==> src/rtl/iqpk_pkg.sv <==
package iqpk_pkg;
    typedef enum logic [1:0] {
        ST_IDLE     = 2'd0,
        ST_EMIT_CH0 = 2'd1,
        ST_EMIT_CH1 = 2'd2
    } pk_state_t;

    typedef enum logic {
        FMT_WIDE  = 1'b0,
        FMT_DENSE = 1'b1
    } pk_fmt_t;

    localparam logic [1:0] WSEL_DENSE = 2'b10;
    localparam int unsigned NUM_CH    = 2;
endpackage

==> src/rtl/iqpk_capture.sv <==
module iqpk_capture
    import iqpk_pkg::*;
#(
    parameter int unsigned DW = 16
) (
    input  logic                 clk,
    input  logic                 rst_n,
    input  logic                 load,
    input  logic [NUM_CH*DW-1:0] i_flat,
    input  logic [NUM_CH*DW-1:0] q_flat,
    input  logic [NUM_CH-1:0]    mask_in,
    input  logic [1:0]           wsel_in,
    output logic [NUM_CH*DW-1:0] i_held,
    output logic [NUM_CH*DW-1:0] q_held,
    output logic [NUM_CH-1:0]    mask_held,
    output pk_fmt_t              fmt_held
);
    for (genvar c = 0; c < NUM_CH; c++) begin : g_ch
        always_ff @(posedge clk) begin
            if (!rst_n) begin
                i_held[c*DW +: DW] <= '0;
                q_held[c*DW +: DW] <= '0;
            end else if (load) begin
                i_held[c*DW +: DW] <= i_flat[c*DW +: DW];
                q_held[c*DW +: DW] <= q_flat[c*DW +: DW];
            end
        end
    end

    always_ff @(posedge clk) begin
        if (!rst_n) begin
            mask_held <= '0;
            fmt_held  <= FMT_WIDE;
        end else if (load) begin
            mask_held <= mask_in;
            fmt_held  <= (wsel_in == WSEL_DENSE) ? FMT_DENSE : FMT_WIDE;
        end
    end
endmodule

==> src/rtl/iqpk_seq.sv <==
module iqpk_seq
    import iqpk_pkg::*;
(
    input  logic              clk,
    input  logic              rst_n,
    input  logic              in_valid,
    input  logic [NUM_CH-1:0] mask_in,
    input  logic [NUM_CH-1:0] mask_held,
    input  pk_fmt_t           fmt_held,
    input  logic              out_ready,
    output logic              in_ready,
    output logic              out_valid,
    output logic              load,
    output logic              chan_sel,
    output logic [1:0]        byte_idx
);
    pk_state_t  state_q, state_d;
    logic [1:0] idx_q, idx_d;
    logic [1:0] last_idx;
    logic       group_done;

    assign last_idx   = (fmt_held == FMT_DENSE) ? 2'd2 : 2'd3;
    assign group_done = out_ready && (idx_q == last_idx);

    always_ff @(posedge clk) begin
        if (!rst_n) begin
            state_q <= ST_IDLE;
            idx_q   <= '0;
        end else begin
            state_q <= state_d;
            idx_q   <= idx_d;
        end
    end

    always_comb begin
        state_d = state_q;
        idx_d   = idx_q;
        unique case (state_q)
            ST_IDLE: begin
                idx_d = '0;
                if (in_valid) begin
                    if (mask_in[0])      state_d = ST_EMIT_CH0;
                    else if (mask_in[1]) state_d = ST_EMIT_CH1;
                end
            end
            ST_EMIT_CH0: begin
                if (group_done) begin
                    idx_d   = '0;
                    state_d = mask_held[1] ? ST_EMIT_CH1 : ST_IDLE;
                end else if (out_ready) begin
                    idx_d = idx_q + 2'd1;
                end
            end
            ST_EMIT_CH1: begin
                if (group_done) begin
                    idx_d   = '0;
                    state_d = ST_IDLE;
                end else if (out_ready) begin
                    idx_d = idx_q + 2'd1;
                end
            end
            default: begin
                state_d = ST_IDLE;
                idx_d   = '0;
            end
        endcase
    end

    always_comb begin
        in_ready  = (state_q == ST_IDLE);
        out_valid = (state_q == ST_EMIT_CH0) || (state_q == ST_EMIT_CH1);
        load      = in_ready && in_valid;
        chan_sel  = (state_q == ST_EMIT_CH1);
        byte_idx  = idx_q;
    end
endmodule

==> src/rtl/iqpk_byte_mux.sv <==
module iqpk_byte_mux
    import iqpk_pkg::*;
#(
    parameter int unsigned DW = 16
) (
    input  logic [NUM_CH*DW-1:0] i_held,
    input  logic [NUM_CH*DW-1:0] q_held,
    input  pk_fmt_t              fmt,
    input  logic                 chan_sel,
    input  logic [1:0]           byte_idx,
    output logic [7:0]           byte_out
);
    logic [DW-1:0] i_w, q_w;

    assign i_w = chan_sel ? i_held[DW +: DW] : i_held[0 +: DW];
    assign q_w = chan_sel ? q_held[DW +: DW] : q_held[0 +: DW];

    always_comb begin
        byte_out = '0;
        if (fmt == FMT_DENSE) begin
            unique case (byte_idx)
                2'd0:    byte_out = i_w[7:0];
                2'd1:    byte_out = {q_w[3:0], i_w[11:8]};
                2'd2:    byte_out = q_w[11:4];
                default: byte_out = '0;
            endcase
        end else begin
            unique case (byte_idx)
                2'd0:    byte_out = i_w[7:0];
                2'd1:    byte_out = i_w[15:8];
                2'd2:    byte_out = q_w[7:0];
                default: byte_out = q_w[15:8];
            endcase
        end
    end
endmodule

==> src/rtl/iq_byte_packer.sv <==
module iq_byte_packer
    import iqpk_pkg::*;
#(
    parameter int unsigned DW = 16
) (
    input  logic          clk,
    input  logic          rst_n,
    input  logic          in_valid,
    output logic          in_ready,
    input  logic [DW-1:0] ch0_i,
    input  logic [DW-1:0] ch0_q,
    input  logic [DW-1:0] ch1_i,
    input  logic [DW-1:0] ch1_q,
    input  logic [1:0]    ch_en,
    input  logic [1:0]    width_sel,
    output logic          out_valid,
    input  logic          out_ready,
    output logic [7:0]    out_byte
);
    logic [NUM_CH*DW-1:0] i_flat, q_flat, i_held, q_held;
    logic [NUM_CH-1:0]    mask_held;
    pk_fmt_t              fmt_held;
    logic                 load, chan_sel;
    logic [1:0]           byte_idx;

    assign i_flat = {ch1_i, ch0_i};
    assign q_flat = {ch1_q, ch0_q};

    iqpk_capture #(.DW(DW)) u_cap (
        .clk       (clk),
        .rst_n     (rst_n),
        .load      (load),
        .i_flat    (i_flat),
        .q_flat    (q_flat),
        .mask_in   (ch_en),
        .wsel_in   (width_sel),
        .i_held    (i_held),
        .q_held    (q_held),
        .mask_held (mask_held),
        .fmt_held  (fmt_held)
    );

    iqpk_seq u_seq (
        .clk       (clk),
        .rst_n     (rst_n),
        .in_valid  (in_valid),
        .mask_in   (ch_en),
        .mask_held (mask_held),
        .fmt_held  (fmt_held),
        .out_ready (out_ready),
        .in_ready  (in_ready),
        .out_valid (out_valid),
        .load      (load),
        .chan_sel  (chan_sel),
        .byte_idx  (byte_idx)
    );

    iqpk_byte_mux #(.DW(DW)) u_mux (
        .i_held   (i_held),
        .q_held   (q_held),
        .fmt      (fmt_held),
        .chan_sel (chan_sel),
        .byte_idx (byte_idx),
        .byte_out (out_byte)
    );
endmodule

==> config.mk <==
export PLATFORM = sky130hd
export DESIGN_NAME = iq_byte_packer
export DESIGN_NICKNAME = d
export VERILOG_FILES = /design/src/rtl/iqpk_pkg.sv /design/src/rtl/iqpk_capture.sv /design/src/rtl/iqpk_seq.sv /design/src/rtl/iqpk_byte_mux.sv /design/src/rtl/iq_byte_packer.sv
export SDC_FILE = /design/constraint.sdc
export NUM_CORES = 1
export LEC_CHECK = 0
export BUFFER_PORTS_ARGS = -buffer_cell sky130_fd_sc_hd__buf_2
export CORE_MARGIN = 5
export CORE_UTILIZATION = 45
export DETAILED_ROUTE_END_ITERATION = 10
export GPL_TIMING_DRIVEN = 0
export PLACE_DENSITY = 0.72
export SLEW_MARGIN = 10
export SYNTH_ARGS = -nofsm -noshare
export SYNTH_HDL_FRONTEND = slang
export SYNTH_SLANG_ARGS = --single-unit
==> constraint.sdc <==
create_clock -name clk -period 3.4 [get_ports clk]
set_input_delay 1.02 -clock clk [delete_from_list [all_inputs] [get_ports clk]]
set_output_delay 1.02 -clock clk [all_outputs]
set_load 0.05 [all_outputs]
-- Word-level counts from Yosys, hierarchy flattened
Index checks and enable logic that the tools add are counted.
- add/subtract/negate cells: 1
- equal/unequal tests: 10
- muxes and demuxes: 14
- bitwise gates (word level): 2
- reduce and logical (&&, ||, !) cells: 8
- operators by type and width (kind ; count):
    case mux 8 bit (3 select lines) ; 2
    two-way mux 16 bit ; 2
    two-way mux 2 bit ; 6
    two-way mux 8 bit ; 1
    == test 2 bit (second input constant) ; 3
    case mux 2 bit (3 select lines) ; 1
    == test 2 x 1 -> 1 bit (second input constant) ; 2
    logical NOT 2 bit ; 2
    inequality test 2 bit (second input constant) ; 2
    AND reduction 4 bit ; 1
    inequality test 3 x 1 -> 1 bit (second input constant) ; 1
    OR reduction 3 bit ; 1
    adder 2 x 1 -> 2 bit (second input constant) ; 1
    == test 2 bit ; 1
    logical AND 1 bit ; 2
    two-way mux 1 bit ; 2
    inequality test 2 x 1 -> 1 bit (second input constant) ; 1
    inverter 1 bit ; 2
    OR reduction 2 bit ; 1
    logical OR 1 bit ; 1
- register bits: 71
- output and inout port bits: 10
- word-level logic and storage cells: 43

-- Longest topological paths before layout
- word-level depth: 5
- depth in mapped cells: 9

-- Modules after synthesis
From an unflattened synthesis, not the netlist that was laid out.
- cells, all modules: 321
- area total of the unflattened synthesis: 3549.7 um^2
- by module, submodules not included (module ; instances ; cells an instance ; area each (um^2) ; seq. area each (um^2)):
    iqpk_capture ; 1 ; 217 ; 2549.9 ; 1341.3
    iqpk_byte_mux ; 1 ; 70 ; 738.2 ; 0.0
    iqpk_seq ; 1 ; 34 ; 261.5 ; 80.1

-- Worst setup path after synthesis
OpenSTA, ideal clock, no wires.
- path kind: reg2out
- from: register u_seq.state_q[0]
- to: output out_byte[1]
- arrival: 2.380 ns
- required time: 2.380 ns
- slack: 0.000 ns
- cell stages (with the launch flop): 10
- path buffers: 3
- cells stage by stage: dfxtp_1 > inv_1 > ha_1 > buf_6 > buf_6 > buf_6 > mux2i_1 > o22ai_1 > a31oi_1 > o21ai_0
- longest elaborated chain between the ends: 4
- elaborated cells on any way between the ends: 6
- RTL lines (what ; line ; text):
    start: declaration ; iqpk_seq.sv:17 ; pk_state_t state_q, state_d;
    start signal: assignment ; iqpk_seq.sv:30 ; state_q <= state_d;
    == test 2 bit * ; iqpk_seq.sv:73 ; chan_sel = (state_q == ST_EMIT_CH1);
    two-way mux 16 bit (on tied branches) ; iqpk_byte_mux.sv:16, iqpk_byte_mux.sv:15 ;
    case mux 8 bit (3 select lines) (on tied branches) ; iqpk_byte_mux.sv:28, iqpk_byte_mux.sv:21 ;
    two-way mux 8 bit * ; iqpk_byte_mux.sv:20 ; if (fmt == FMT_DENSE) begin
    end: declaration ; iq_byte_packer.sv:18 ; output logic [7:0] out_byte
Mark *: on every way between the ends. The rest lies on a longest branch, timed or not.

-- Worst setup path in the final report
- from: register u_seq.state_q[0]
- to: output out_byte[7]
Same word-level chain as after synthesis.

==> impl_metrics.py <==
metrics = {
    "synth": {
        "synth_area_um2": 3450,
        "ys_types": 37,
        "synth-main-ff-cell": "dfxtp_1",
        "synthArstFlopShare_pct": 0,
        "ys_seq_area_share_pct": 40.6,
        "syn_nets": 494,
        "syn_area_per_cell_um2": 8.32,
        "synth_seq_cells": 70,
        "synth-edff-count": 0,
        "yosys_warnings": 0,
        "netlist_instances": 415,
    },
    "layout": {
        "antenna_cells": 0,
        "area_growth_pct": 23.6,
        "drive_gt1_share_pct": 25.8,
        "layout.nets": 585,
        "finish.instance_area_um2": 4260,
    },
    "global_route": {
        "grt-ovfl-total": 0,
        "use_met3_pct": 4.59,
        "grt_max_degree": 14,
        "grt_pass1_wl_um": 15200,
        "antenna_found_initial": 0,
        "gr-usage-met2_pct": 31.2,
        "grt_pass1_vias": 3175,
        "grt_usage_pct": 19.5,
        "met1_usage_pct": 25.7,
        "grt-busiest-layer": "met2",
    },
    "sta": {
        "worstMarginPinSlew_ns": 0.517,
        "finalClockSkew_ns": 0.00822,
        "fmax_ghz": 0.302,
        "finalSetupViolCount": 0,
        "slew_headroom_pct": 65.5,
        "drv_slew": 0,
        "fin_crit_sh_pct": 97.2,
        "hold_viol": 0,
        "fin_setup_tns_ns": 0,
        "rsz0062_at_grt": "no",
        "period_needed_ns": 3.31,
    },
    "critical_path": {
        "slowest_stage": "dfxtp_2",
        "critPathRequiredTime_ns": 2.38,
        "r2r_cells": 7,
        "cp_cell_sequence": "inv_1 > ha_1 > buf_6 > buf_8 > buf_8 > mux2i_2 > o22ai_1 > o221a_2 > buf_2",
        "path_delay_family": "buffers and inverters",
        "path_common_cell": "buf_8",
        "worst_setup_path_start_kind": "register",
        "cp.arrival_ns": 2.29,
        "timing.rr.end": "u_cap.q_held[24]$_SDFFE_PN0P_",
        "r2r_slack_ns": 1.54,
        "crit_path_end_kind": "output pin",
        "worst-path-buf-inv": 5,
        "cp_max_fo": 10,
        "rr_startpoint": "u_seq.state_q[1]$_SDFFE_PN0P_",
        "slowest_delay_ns": 0.33,
        "crit_type": "reg -> out",
    },
    "worst_hold_path": {
        "min_path_cells": 2,
        "hold_path_end": "u_cap.q_held[23]$_SDFFE_PN0P_",
        "hp-class": "reg -> reg",
        "holdCritStartpoint": "u_cap.q_held[23]$_SDFFE_PN0P_",
    },
    "floorplanning": {
        "io_pins": 82,
        "start_util_pct": 45.4,
        "die-area_um2": 9520,
        "coreArea_um2": 7610,
        "row_count": 32,
        "die_h_um": 97.6,
        "dieWidth_um": 97.6,
    },
    "cts": {
        "clk_latency_ns": 0.35,
        "clockBufferDepth": 2,
        "htree_levels": 3,
        "cts_tree": "built",
        "cts_hold_buf": 0,
        "cts_sinks": 70,
        "cts-buffers-inserted": 9,
        "clk_pin_slew_ns": 0.08,
        "cts_resized": 0,
        "clockRootBuffer": "clkbuf_8",
        "cts_setup_buffers": 0,
    },
    "route": {
        "first_pass_iters": 4,
        "remaining_drc_errors": 0,
        "wl_per_cell_um": 14.6,
        "drt_iter0_markers": 112,
        "drt-total-wl_um": 8960,
        "detail-route-antenna-nets": 0,
        "post_drt_via_cell_ratio": 5.05,
        "vias": 3098,
    },
    "power": {
        "power_density_nw_per_um2": 750,
        "total_leakage_power_uw": 0.00174,
        "switchingPower_uw": 1250,
        "p_sw_share_pct": 39.0,
        "comb_power_share_pct": 41.3,
        "p_int_uw": 1950,
        "clock_power_share_pct": 25.8,
        "pwr-share-seq_pct": 32.9,
        "worst_ir_drop_vdd_mv": 0.414,
    },
    "place": {
        "io_buffer_count": 80,
        "hpwl_um": 6850,
        "placed_cell_area_um2": 3980,
        "place_congestion": 0.962,
    },
    "flow_run": {
        "max_cap_violations": 0,
    },
    "run_status": {
        "outcome": "finished clean",
    },
}
==> power groups by stage <==
stage | Sequential [uW] | Clock, uW | Combinational [uW]
2_1_floorplan | 1050 | 0 | 970
3_3_place_gp | 1060 | 0 | 1260
3_5_place_dp | 1070 | 0 | 1290
4_1_cts | 1050 | 833 | 1300
5_1_grt | 1070 | 873 | 1450
6_report | 1050 | 825 | 1320
==> kinds of logic after synthesis <==
| group | count (synthesis) | share of synthesized area (%) |
|---|---|---|
| compound gates | 106 | 22.5 |
| xor+xnor | 1 | 0.254 |
| fa+ha+maj | 7 | 2.54 |
| buf+inv | 36 | 5.26 |
| flops | 70 | 40.6 |
| mux | 32 | 10.1 |
| simple gates | 163 | 18.8 |
==> synthesized netlist by cell type (2+ instances only) <==
cell type / number / area share [%]
mux2i_1: 19 / 5.5
clkbuf_1: 14 / 1.5
a21boi_0: 66 / 14
a22oi_1: 3 / 0.65
buf_6: 3 / 0.98
nor2b_1: 3 / 0.54
o21a_1: 3 / 0.65
nor2_1: 6 / 0.65
o21ai_0: 9 / 1.3
buf_2: 7 / 1.0
a221oi_1: 2 / 0.51
mux2_2: 9 / 2.9
ha_1: 7 / 2.5
a31oi_1: 4 / 0.73
nand2b_1: 4 / 0.73
nor3_1: 2 / 0.29
o22ai_1: 6 / 1.1
buf_1: 3 / 0.33
nand2_1: 140 / 15
inv_1: 6 / 0.65
mux2_4: 3 / 1.3
a21oi_1: 5 / 0.73
a32oi_1: 3 / 0.76
nand3_1: 4 / 0.58
o221a_2: 3 / 0.98
dfxtp_1: 70 / 41
==> layer usage <==
layer / up-vias / share of wire [%]
li1: 1590 / -
met1: 1399 / 46
met2: 98 / 46
met3: 11 / 6.2
met4: 0 / 1.1
met5: - / 0
==> cell usage in the layout, fill, tap and decap left out, types with 2 or more instances in the layout <==
master,count
o21ai_0,7
mux2_2,10
a21boi_0,66
a32oi_1,3
clkinv_4,2
nand3_1,4
buf_2,84
clkbuf_8,9
clkbuf_1,12
mux2_4,3
mux2i_1,18
nand2b_1,4
nor2b_1,3
a221oi_2,3
bufinv_16,3
a22oi_1,3
buf_8,2
o22ai_1,6
nor3_1,2
dfxtp_1,69
clkbuf_2,2
nor2_1,6
buf_1,3
inv_1,6
o221a_2,3
buf_4,3
o21a_1,3
o21ai_1,2
a31oi_1,4
a21oi_1,5
nand2_1,140
ha_1,7
==> worst register-to-register path, stage by stage (launching register included) <==
cell and delay (ns):
dfxtp_1 0.37, inv_1 0.08, ha_1 0.25, nand2_1 0.13, buf_2 0.24, clkbuf_1 0.44, nand2_1 0.11, a21boi_0 0.17
==> area by class of cell <==
class,instances,area [um^2]
clock inverter,7,121
multi-input combinational,309,1880
inverter,7,26.3
buffer,29,170
fill,707,3340
clock buffer,9,124
sequential,70,1400
timing repair buffer,80,408
tap,102,128
==> per-stage QoR <==
step / cells / utilization, % / worst slack (ns) / hold slack, ns / total power (uW)
6_report: 613 / 56.1 / 0.0940 / 0.466 / 3200
5_1_grt: 613 / 56.1 / 0.00807 / 0.485 / 3390
4_1_cts: 613 / 55.5 / 0.0420 / 0.466 / 3180
3_5_place_dp: 597 / 52.3 / 0.442 / 0.455 / 2360
3_3_place_gp: 597 / 52.3 / 0.449 / 0.447 / 2320
2_1_floorplan: 415 / - / 0.0282 / 0.439 / 2020
==> worst max path at each step <==
stage | end | startpoint | cells past startpoint | slack, ns
4_1_cts | out_byte[7] | u_seq.state_q[0]$_SDFFE_PN0P_ | 9 | 0.04
6_report | out_byte[7] | u_seq.state_q[0]$_SDFFE_PN0P_ | 9 | 0.09
3_5_place_dp | out_byte[7] | u_seq.state_q[0]$_SDFFE_PN0P_ | 9 | 0.44
5_1_grt | out_byte[5] | u_seq.state_q[0]$_SDFFE_PN0P_ | 9 | 0.008
3_3_place_gp | out_byte[6] | u_seq.state_q[0]$_SDFFE_PN0P_ | 9 | 0.45
2_1_floorplan | out_byte[3] | u_seq.state_q[0]$_SDFFE_PN0P_ | 8 | 0.03
==> registers in the layout, summed over array words and instances (netlist names) <==
signal	flops
u_cap.fmt_held	1
u_cap.i_held	32
u_cap.mask_held	1
u_cap.q_held	32
u_seq.byte_idx	2
u_seq.state_q	2
No activity file was read; power rests on OpenSTA's default activity.
